[config.mk]
export PLATFORM = sky130hd
export DESIGN_NAME = ipi_target_matcher
export DESIGN_NICKNAME = d
export VERILOG_FILES = /design/src/rtl/ipi_match_pkg.sv /design/src/rtl/target_regs.sv /design/src/rtl/dest_match.sv /design/src/rtl/rr_lowest_sel.sv /design/src/rtl/ipi_target_matcher.sv
export SDC_FILE = /design/constraint.sdc
export NUM_CORES = 1
export LEC_CHECK = 0
export BUFFER_PORTS_ARGS = -buffer_cell sky130_fd_sc_hd__buf_2
export CORE_MARGIN = 8
export CORE_UTILIZATION = 54
export CTS_CLUSTER_DIAMETER = 30
export CTS_CLUSTER_SIZE = 8
export DETAILED_ROUTE_END_ITERATION = 8
export GPL_TIMING_DRIVEN = 0
export HOLD_SLACK_MARGIN = 0.03
export PLACE_DENSITY = 0.89
export SYNTH_ARGS = -nofsm -noshare
export SYNTH_HDL_FRONTEND = slang
export SYNTH_SLANG_ARGS = --single-unit
[constraint.sdc]
create_clock -name clk -period 8.4 [get_ports clk]
set_input_delay 0.42 -clock clk [delete_from_list [all_inputs] [get_ports clk]]
set_output_delay 0.42 -clock clk [all_outputs]
set_load 0.03 [all_outputs]
[src/rtl/ipi_match_pkg.sv]
package ipi_match_pkg;

  typedef enum logic [1:0] {
    SH_NONE = 2'd0,
    SH_SELF = 2'd1,
    SH_ALL  = 2'd2,
    SH_OTHR = 2'd3
  } shorthand_e;

  typedef enum logic [1:0] {
    RS_ID    = 2'd0,
    RS_LGC   = 2'd1,
    RS_FMT   = 2'd2,
    RS_CMDHI = 2'd3
  } regsel_e;

  localparam logic [3:0] FMT_FLAT    = 4'hF;
  localparam logic [3:0] FMT_CLUSTER = 4'h0;

  function automatic logic [31:0] keep_top_byte(input logic [31:0] v);
    return {v[31:24], 24'h0};
  endfunction

  function automatic logic [31:0] fmt_fill(input logic [31:0] v);
    return v | 32'h0FFF_FFFF;
  endfunction

  function automatic logic flat_hit(input logic [7:0] lid, input logic [7:0] d);
    return (lid & d) != 8'h0;
  endfunction

  function automatic logic cluster_hit(input logic [7:0] lid, input logic [7:0] d);
    return (lid[7:4] == d[7:4]) && ((lid[3:0] & d[3:0]) != 4'h0);
  endfunction

endpackage

[src/rtl/target_regs.sv]
module target_regs
  import ipi_match_pkg::*;
(
  input  logic        clk,
  input  logic        rst_n,
  input  logic        wr_en,
  input  logic [1:0]  wr_sel,
  input  logic [31:0] wr_data,
  output logic [31:0] id_q,
  output logic [31:0] lgc_q,
  output logic [31:0] fmt_q,
  output logic [31:0] cmdhi_q
);

  logic wr_id, wr_lgc, wr_fmt, wr_cmdhi;
  assign wr_id    = wr_en && (wr_sel == RS_ID);
  assign wr_lgc   = wr_en && (wr_sel == RS_LGC);
  assign wr_fmt   = wr_en && (wr_sel == RS_FMT);
  assign wr_cmdhi = wr_en && (wr_sel == RS_CMDHI);

  always_ff @(posedge clk or negedge rst_n) begin
    if (!rst_n) begin
      id_q    <= '0;
      lgc_q   <= '0;
      fmt_q   <= '1;
      cmdhi_q <= '0;
    end else begin
      if (wr_id)    id_q    <= keep_top_byte(wr_data);
      if (wr_lgc)   lgc_q   <= keep_top_byte(wr_data);
      if (wr_fmt)   fmt_q   <= fmt_fill(wr_data);
      if (wr_cmdhi) cmdhi_q <= keep_top_byte(wr_data);
    end
  end


  fmt_low_ones_chk: assert property (@(posedge clk) disable iff (!rst_n)
    $past(wr_fmt) |-> (fmt_q[27:0] == 28'hFFF_FFFF));


  id_hold_chk: assert property (@(posedge clk) disable iff (!rst_n)
    !$past(wr_id) |-> $stable(id_q));

endmodule

[src/rtl/dest_match.sv]
module dest_match
  import ipi_match_pkg::*;
(
  input  logic       clk,
  input  logic       rst_n,
  input  logic [7:0] dest,
  input  logic       logical_mode,
  input  logic [1:0] short_code,
  input  logic       is_sender,
  input  logic [7:0] unit_id,
  input  logic [7:0] logical_id,
  input  logic [3:0] fmt_model,
  output logic       match,
  output logic       fmt_err
);

  logic phys_hit, flat_ok, clus_ok, logic_hit, bad_fmt;

  assign phys_hit = (dest == 8'hFF) || (dest == unit_id);
  assign flat_ok  = (fmt_model == FMT_FLAT)    && flat_hit(logical_id, dest);
  assign clus_ok  = (fmt_model == FMT_CLUSTER) && cluster_hit(logical_id, dest);
  assign bad_fmt  = (fmt_model != FMT_FLAT) && (fmt_model != FMT_CLUSTER);
  assign logic_hit = flat_ok || clus_ok;

  always_comb begin
    match   = 1'b0;
    fmt_err = 1'b0;
    unique case (short_code)
      SH_NONE: begin
        if (!logical_mode) match = phys_hit;
        else begin
          match   = logic_hit;
          fmt_err = bad_fmt;
        end
      end
      SH_SELF: match = is_sender;
      SH_ALL:  match = 1'b1;
      SH_OTHR: match = !is_sender;
      default: match = 1'b0;
    endcase
  end


  fmt_err_excl_chk: assert property (@(posedge clk) disable iff (!rst_n)
    fmt_err |-> !match);


  bcast_chk: assert property (@(posedge clk) disable iff (!rst_n)
    (short_code == SH_NONE && !logical_mode && dest == 8'hFF) |-> match);


  self_only_chk: assert property (@(posedge clk) disable iff (!rst_n)
    (short_code == SH_SELF) |-> (match == is_sender));


  all_incl_chk: assert property (@(posedge clk) disable iff (!rst_n)
    (short_code == SH_ALL) |-> (match && !fmt_err));

endmodule

[src/rtl/rr_lowest_sel.sv]
module rr_lowest_sel #(
  parameter int N_UNITS = 16,
  localparam int IW = (N_UNITS > 1) ? $clog2(N_UNITS) : 1
) (
  input  logic               clk,
  input  logic               rst_n,
  input  logic               sel_req,
  input  logic [N_UNITS-1:0] cand_map,
  input  logic [N_UNITS-1:0] unit_en,
  output logic               sel_valid_o,
  output logic               sel_none_o,
  output logic [IW-1:0]      sel_idx_o
);

  localparam logic [IW-1:0] LAST_RST = IW'(N_UNITS - 1);

  function automatic logic [IW:0] scan_from(input logic [IW-1:0] last,
                                            input logic [N_UNITS-1:0] elig);
    logic [IW:0] r;
    r = '0;
    for (int k = N_UNITS; k >= 1; k--) begin
      int p;
      p = (int'(last) + k) % N_UNITS;
      if (elig[p]) r = {1'b1, IW'(p)};
    end
    return r;
  endfunction

  logic [IW-1:0]      last_q;
  logic [N_UNITS-1:0] elig;
  logic [IW:0]        scan;
  logic               found;

  assign elig  = cand_map & unit_en;
  assign scan  = scan_from(last_q, elig);
  assign found = scan[IW];

  always_ff @(posedge clk or negedge rst_n) begin
    if (!rst_n) begin
      last_q      <= LAST_RST;
      sel_valid_o <= 1'b0;
      sel_none_o  <= 1'b0;
      sel_idx_o   <= '0;
    end else begin
      sel_valid_o <= sel_req && found;
      sel_none_o  <= sel_req && !found;
      if (sel_req && found) begin
        last_q    <= scan[IW-1:0];
        sel_idx_o <= scan[IW-1:0];
      end
    end
  end


  pick_eligible_chk: assert property (@(posedge clk) disable iff (!rst_n)
    sel_valid_o |-> ((($past(elig)) >> sel_idx_o) & N_UNITS'(1)) != '0);


  one_cycle_chk: assert property (@(posedge clk) disable iff (!rst_n)
    (sel_valid_o || sel_none_o) |-> $past(sel_req));


  valid_none_excl_chk: assert property (@(posedge clk) disable iff (!rst_n)
    !(sel_valid_o && sel_none_o));


  none_keeps_last_chk: assert property (@(posedge clk) disable iff (!rst_n)
    sel_none_o |-> $stable(last_q));

endmodule

[src/rtl/ipi_target_matcher.sv]
module ipi_target_matcher #(
  parameter int N_UNITS = 16,
  localparam int IW = (N_UNITS > 1) ? $clog2(N_UNITS) : 1
) (
  input  logic               clk,
  input  logic               rst_n,
  input  logic               wr_en,
  input  logic [1:0]         wr_sel,
  input  logic [31:0]        wr_data,
  output logic [31:0]        id_q,
  output logic [31:0]        lgc_q,
  output logic [31:0]        fmt_q,
  output logic [31:0]        cmdhi_q,
  input  logic [7:0]         msg_dest,
  input  logic               msg_logical,
  input  logic [1:0]         msg_short,
  input  logic               is_sender,
  output logic               match_o,
  output logic               fmt_err_o,
  input  logic               sel_req,
  input  logic [N_UNITS-1:0] cand_map,
  input  logic [N_UNITS-1:0] unit_en,
  output logic               sel_valid_o,
  output logic               sel_none_o,
  output logic [IW-1:0]      sel_idx_o
);

  target_regs u_regs (
    .clk     (clk),
    .rst_n   (rst_n),
    .wr_en   (wr_en),
    .wr_sel  (wr_sel),
    .wr_data (wr_data),
    .id_q    (id_q),
    .lgc_q   (lgc_q),
    .fmt_q   (fmt_q),
    .cmdhi_q (cmdhi_q)
  );

  dest_match u_match (
    .clk          (clk),
    .rst_n        (rst_n),
    .dest         (msg_dest),
    .logical_mode (msg_logical),
    .short_code   (msg_short),
    .is_sender    (is_sender),
    .unit_id      (id_q[31:24]),
    .logical_id   (lgc_q[31:24]),
    .fmt_model    (fmt_q[31:28]),
    .match        (match_o),
    .fmt_err      (fmt_err_o)
  );

  rr_lowest_sel #(.N_UNITS(N_UNITS)) u_sel (
    .clk         (clk),
    .rst_n       (rst_n),
    .sel_req     (sel_req),
    .cand_map    (cand_map),
    .unit_en     (unit_en),
    .sel_valid_o (sel_valid_o),
    .sel_none_o  (sel_none_o),
    .sel_idx_o   (sel_idx_o)
  );

endmodule

======== Yosys cells after proc, flatten, opt, wreduce, memory -nomap -nowiden ========
Cells that the tools add are included.
storage, ports and cells
  flip-flop bits (word level) ............. 38
  bits of input ports ..................... 82
operators by class
  $add $sub $neg .......................... 16
  magnitude comparators ................... 16
  eq/ne operators ......................... 11
  muxes and demuxes ....................... 68
  bitwise operators ....................... 19
  reductions and logical operators ........ 36
operators with widths
  cell                   number
  $lt A5 B6 Y1 const B   16
  $mux W5                16
  $bmux W1 S4            16
  $reduce_or A4 Y1       16
  $mux W1                35
  $add A4 B4 Y4 const B  8
  $add A4 B3 Y4 const B  4
  $and A1 B1 Y1 const A  16
  $and A16 B16 Y16       1
  $logic_and A1 B1 Y1    10
  $add A4 B1 Y4 const B  2
  $add A4 B2 Y4 const B  2
  $and A8 B8 Y8          1
  $eq A2 B2 Y1 const B   4
  $eq A8 B8 Y1           1
  $eq A8 B8 Y1 const B   1
  $reduce_bool A4 Y1     2
  $reduce_bool A8 Y1     1
  $and A4 B4 Y4          1
  $eq A2 B1 Y1 const B   2
  $eq A4 B4 Y1           1
  $eq A4 B4 Y1 const B   1
  $logic_not A2 Y1       2
  $logic_not A4 Y1       1
  4 further kinds        6

======== Longest topological paths before layout ========
  depth after elaboration ................. 24
  mapped depth ............................ 15
  gate-level depth less buffers ........... 12

======== Hierarchy ========
From an unflattened synthesis, not the netlist that was laid out.
unflattened totals
  cell total of the unflattened synthesis .. 584
  area total of the unflattened synthesis .. 5233.8 µm²
by module, submodules not included
  module         times used  cells an instance  area an instance (µm²)
  rr_lowest_sel  1           388                3151.8
  target_regs    1           162                1826.8
  dest_match     1           34                 255.2

======== Worst setup path after synthesis ========
No wires, ideal clock.
  kind .................................... register to register
  start point ............................. register u_sel.last_q[1]
  end point ............................... register u_sel.sel_idx_o[2]
  library setup time ...................... 118 ps
  arrival ................................. 3956 ps
  path slack .............................. 4326 ps
  stages on the path, launching flop included .. 14
  buffers on the path ..................... 2
  clock period less this slack ............ 4074 ps
  path through ............................ dfstp_2 > clkbuf_8 > inv_2 > clkbuf_1 > ha_1 > nand2b_1 > nand2_4 > mux4_2 > mux2_4 > or4_4 > o41ai_4 > a2111oi_1 > o31a_1 > a21o_1
on the way
  longest elaborated chain between the ends .. 21
RTL lines
  item                                         line                 text
  start: declaration                           rr_lowest_sel.sv:29  logic [IW-1:0] last_q;
  start signal: assignment                     rr_lowest_sel.sv:48  last_q <= scan[IW-1:0];
  $add A4 B1 Y4                                rr_lowest_sel.sv:23  p = (int'(last) + k) % N_UNITS;
  $bmux W1 S4                                  rr_lowest_sel.sv:24  if (elig[p]) r = {1'b1, IW'(p)};
  $mux W1 (not written as such) (2 in series)  rr_lowest_sel.sv:24
  $mux W5 (15 in series)                       rr_lowest_sel.sv:24
  $mux W5 *                                    rr_lowest_sel.sv:24
  $logic_and A1 B1 Y1                          rr_lowest_sel.sv:47  if (sel_req && found) begin
  end signal: assignment                       rr_lowest_sel.sv:49  sel_idx_o <= scan[IW-1:0];
  end: declaration                             rr_lowest_sel.sv:12  output logic [IW-1:0] sel_idx_o
Mark *: on every way between the ends. The rest lies on a longest branch, timed or not. The select of a mux whose other input is x is not followed.
A chain may end at the register's enable or synchronous reset.

======== Worst setup path in the final report ========
Same ends and word-level chain as after synthesis.

==> metrics <==
Finish-stage setup viols 0; vias in the first global route 4923; Worst Setup End Kind flop; # fillers 833; Hold-fix buffers, CTS 0; top cells by area, synth buf_4, dfrtp_1, mux4_2; total global routing overflow 0; count of standard-cell rows 35; Synth Area in Compound Gates 0.1546; Yosys top cell by area buf_4; # resized after CTS 0; ys flop type dfrtp_1; met1 GRT Util 0.3073; grt met3 use 0.07396; WL per Instance 19.28 um; GPL Wtd Cong 0.9480; Netlist cell types 83; first-pass GRT wire length 25990 um; switching fraction of total power 0.5534; Post-Synth XOR/XNOR Area 0.03702; Synth-to-Final Area Change 20.83%; HP Class primary input to async pin; htree depth 2; final hold slack 0.2235 ns; Pre-Repair DR Iteration Count 5; Final Hold Fails 0; grt peak-use layer met2; largest family of logic cells by synthesized area multiplexers; fmax 201.8 MHz; worst reg2reg endpoint u_sel.sel_idx_o[2]; logic gate share of total power 0.845; TritonCTS clock tree built; Final period util 0.5898; post-synthesis sequential area ratio 0.1858; FF-to-FF setup slack 3.45 ns; critical path's slowest cell a22oi_1; register area 960.9 um2; min Tclk post-route 4.954 ns; clock share of power 0.046; CP peak stage delay 0.73 ns; Post-Synth Adder-Cell Area 0.02662; Via Count 4961; Worst-Margin Slew 1.182 ns; RSZ-0062 raised after global routing false; sequential share of power 0.109; Post-Synthesis Cells 545; Avg Cell Area, Syn 9.488 um2; mux contribution to synthesized area 0.2548; max capacitance violation total 0; worst path arrival time 5.15 ns; dpl hpwl 14030 um; M2 GR Usage 0.4091; All-Layer GR Usage 0.2493; io pins 218; DR vias/cell 5.683; fraction of layout cells with a size suffix above 1 0.4301; initial antenna violation count 0; worst-path fanout max 13; root buf cell clkbuf_8; Synth Area in Simple Gates 0.1578; Pint 1186 uW; Setup CP Type flop to flop; final-stage net count 836; Synth Cell Area 5171 um2; total CTS buffers 5; Fin Setup TNS 0 ns; Synth Register Bits 38; worst vdd ir 0.3260 mV; core area 9284 um2; largest net degree at the start of global routing 39; Routed WL 16830 um; clk sinks 38; CP required 8.59 ns; Layout Cells excl Fill 873; die footprint 12960 um2; Clock transition at path regs 0.08 ns; Initial Util 0.5570; NetSw 1470 uW; Ant. Diodes 0; 1st-iter DRT viols 564; DR DRC count 0; Die Span Y 113.9 um; Reg2Reg Depth 13; Cells after DPL 865; Synth top area share 0.1495; Post-DRT Antenna Nets 0; P_leak 0.003002 uW; Post-CTS Setup Inserts 0; Finished Core Util 0.6730; worst skew pair latency 0.29 ns; Worst setup SP type flop; ys async rst share 1.000; footprint of the multi-input gates 3637 um2; Max Root-Sink Buffers 2; yosys warns 0; port bufs 93; clk_skew 0.01129 ns; Setup crit end u_sel.sel_idx_o[2]; Rel. slew slack 0.2104; reg2reg start u_sel.last_q[1]; sequence of cells on the critical path clkbuf_8 > inv_2 > clkbuf_1 > ha_1 > buf_4 > mux4_2 > a22oi_1 > nand2_4 > or4_4 > o41ai_4 > a2111oi_1 > o31a_1 > a21o_1; Die X-Extent 113.9 um; outcome complete, no violations; power density cells 425.2 nW/um2; Setup crit start u_sel.last_q[1]; EDFF count, synth 0; Slew Limit Fails 0
[layout by cell type (no fill, tap or decap), drive strengths merged, types with 9 or more instances in the layout]
master  instances
o21ai          26
a21oi          16
mux4           31
mux2           37
xor2           11
nor3            9
mux2i          18
and2           19
nand3          22
nor2           21
ha             11
dfrtp          30
nand2          42
xnor2          10
buf           204
clkbuf         13
a21boi         11
conb          100
[state kept, by name, indices dropped and copies added, names as in the netlist]
| register | flops |
|---|---|
| u_regs.cmdhi_q | 8 |
| u_regs.id_q | 8 |
| u_regs.lgc_q | 8 |
| u_regs.fmt_q | 4 |
| u_sel.last_q | 4 |
| u_sel.sel_idx_o | 4 |
| u_sel.sel_none_o | 1 |
| u_sel.sel_valid_o | 1 |
[synth_stat cells (4+ instances only)]
| cell type | instances |
|---|---|
| a211oi_1 | 7 |
| a21boi_0 | 10 |
| a21oi_1 | 16 |
| a22oi_1 | 8 |
| a31oi_1 | 7 |
| and2_2 | 16 |
| buf_4 | 103 |
| clkbuf_1 | 5 |
| dfrtp_1 | 30 |
| dfstp_2 | 8 |
| ha_1 | 11 |
| inv_1 | 4 |
| mux2_2 | 36 |
| mux2i_1 | 16 |
| mux4_2 | 28 |
| nand2_1 | 40 |
| nand3_1 | 21 |
| nand4_1 | 5 |
| nor2_1 | 21 |
| nor3_1 | 9 |
| nor4_1 | 7 |
| o21ai_0 | 12 |
| o21ai_1 | 14 |
| or4_1 | 5 |
| xnor2_1 | 9 |
| xor2_1 | 11 |
[metal layers]
layer / wire length, um / vias to the layer above
met5: 0 / -
met4: 374 / 0
met3: 2086 / 37
met2: 8027 / 332
met1: 6346 / 2348
li1: - / 2244
[critical path: cells and delay by family, from the launching register on]
family,cells,cell delay (ns)
adder cells (fa/ha/maj),1,0.41
AND/OR/NAND/NOR,2,0.64
multiplexers,1,0.40
flip-flops,1,0.61
AO/OA/AOI/OAI,5,1.90
buffers and inverters,4,0.91
[power groups by stage]
| stage | combinational (uW) | clock, uW | sequential [uW] |
|---|---|---|---|
| final | 2240 | 123 | 289 |
| after global routing | 2400 | 135 | 293 |
| after CTS | 2180 | 125 | 288 |
| after detailed placement | 2170 | 0 | 291 |
| after global placement | 2150 | 0 | 287 |
| after floorplan | 1600 | 0 | 348 |
[cells by family (layout without fill, tap and decap cells)]
logic type / count (synthesis) / after routing
fa+ha+maj: 11 / 11
other cells: 2 / 100
compound gates: 112 / 112
flops: 38 / 38
mux: 86 / 86
buf+inv: 126 / 227
xor+xnor: 21 / 21
simple gates: 149 / 149
[per-stage QoR]
step                setup WS [ns]  instance area (um2)  power, uW
floorplan                   4.326                 5539       1946
global placement            3.533                 6166       2438
detailed placement          3.552                 6166       2462
CTS                         3.556                 6248       2594
global route                3.333                 6248       2828
finish                      3.446                 6248       2657
[cell type report]
class	count	area share
Buffer	118	0.1454
Clock buffer	6	0.01161
Clock inverter	2	0.001602
Inverter	8	0.005206
Multi-Input combinational cell	479	0.5821
Sequential cell	38	0.1538
Tap cell	129	0.02583
Timing Repair Buffer	93	0.07449
[how the worst min path moves through the flow]
| stage | from | end | slack, ns | depth (start not counted) |
|---|---|---|---|---|
| 2_1_floorplan | rst_n | u_regs.cmdhi_q[24] | 0.12 | 0 |
| 3_3_place_gp | u_sel.sel_idx_o[1] | u_sel.sel_idx_o[1] | 0.46 | 2 |
| 3_5_place_dp | u_sel.sel_idx_o[2] | u_sel.sel_idx_o[2] | 0.46 | 1 |
| 4_1_cts | rst_n | u_regs.lgc_q[24] | 0.25 | 1 |
| 5_1_grt | rst_n | u_regs.id_q[27] | 0.29 | 1 |
| 6_report | rst_n | u_sel.sel_idx_o[2] | 0.22 | 1 |
No activity file was read; power rests on OpenSTA's default activity.
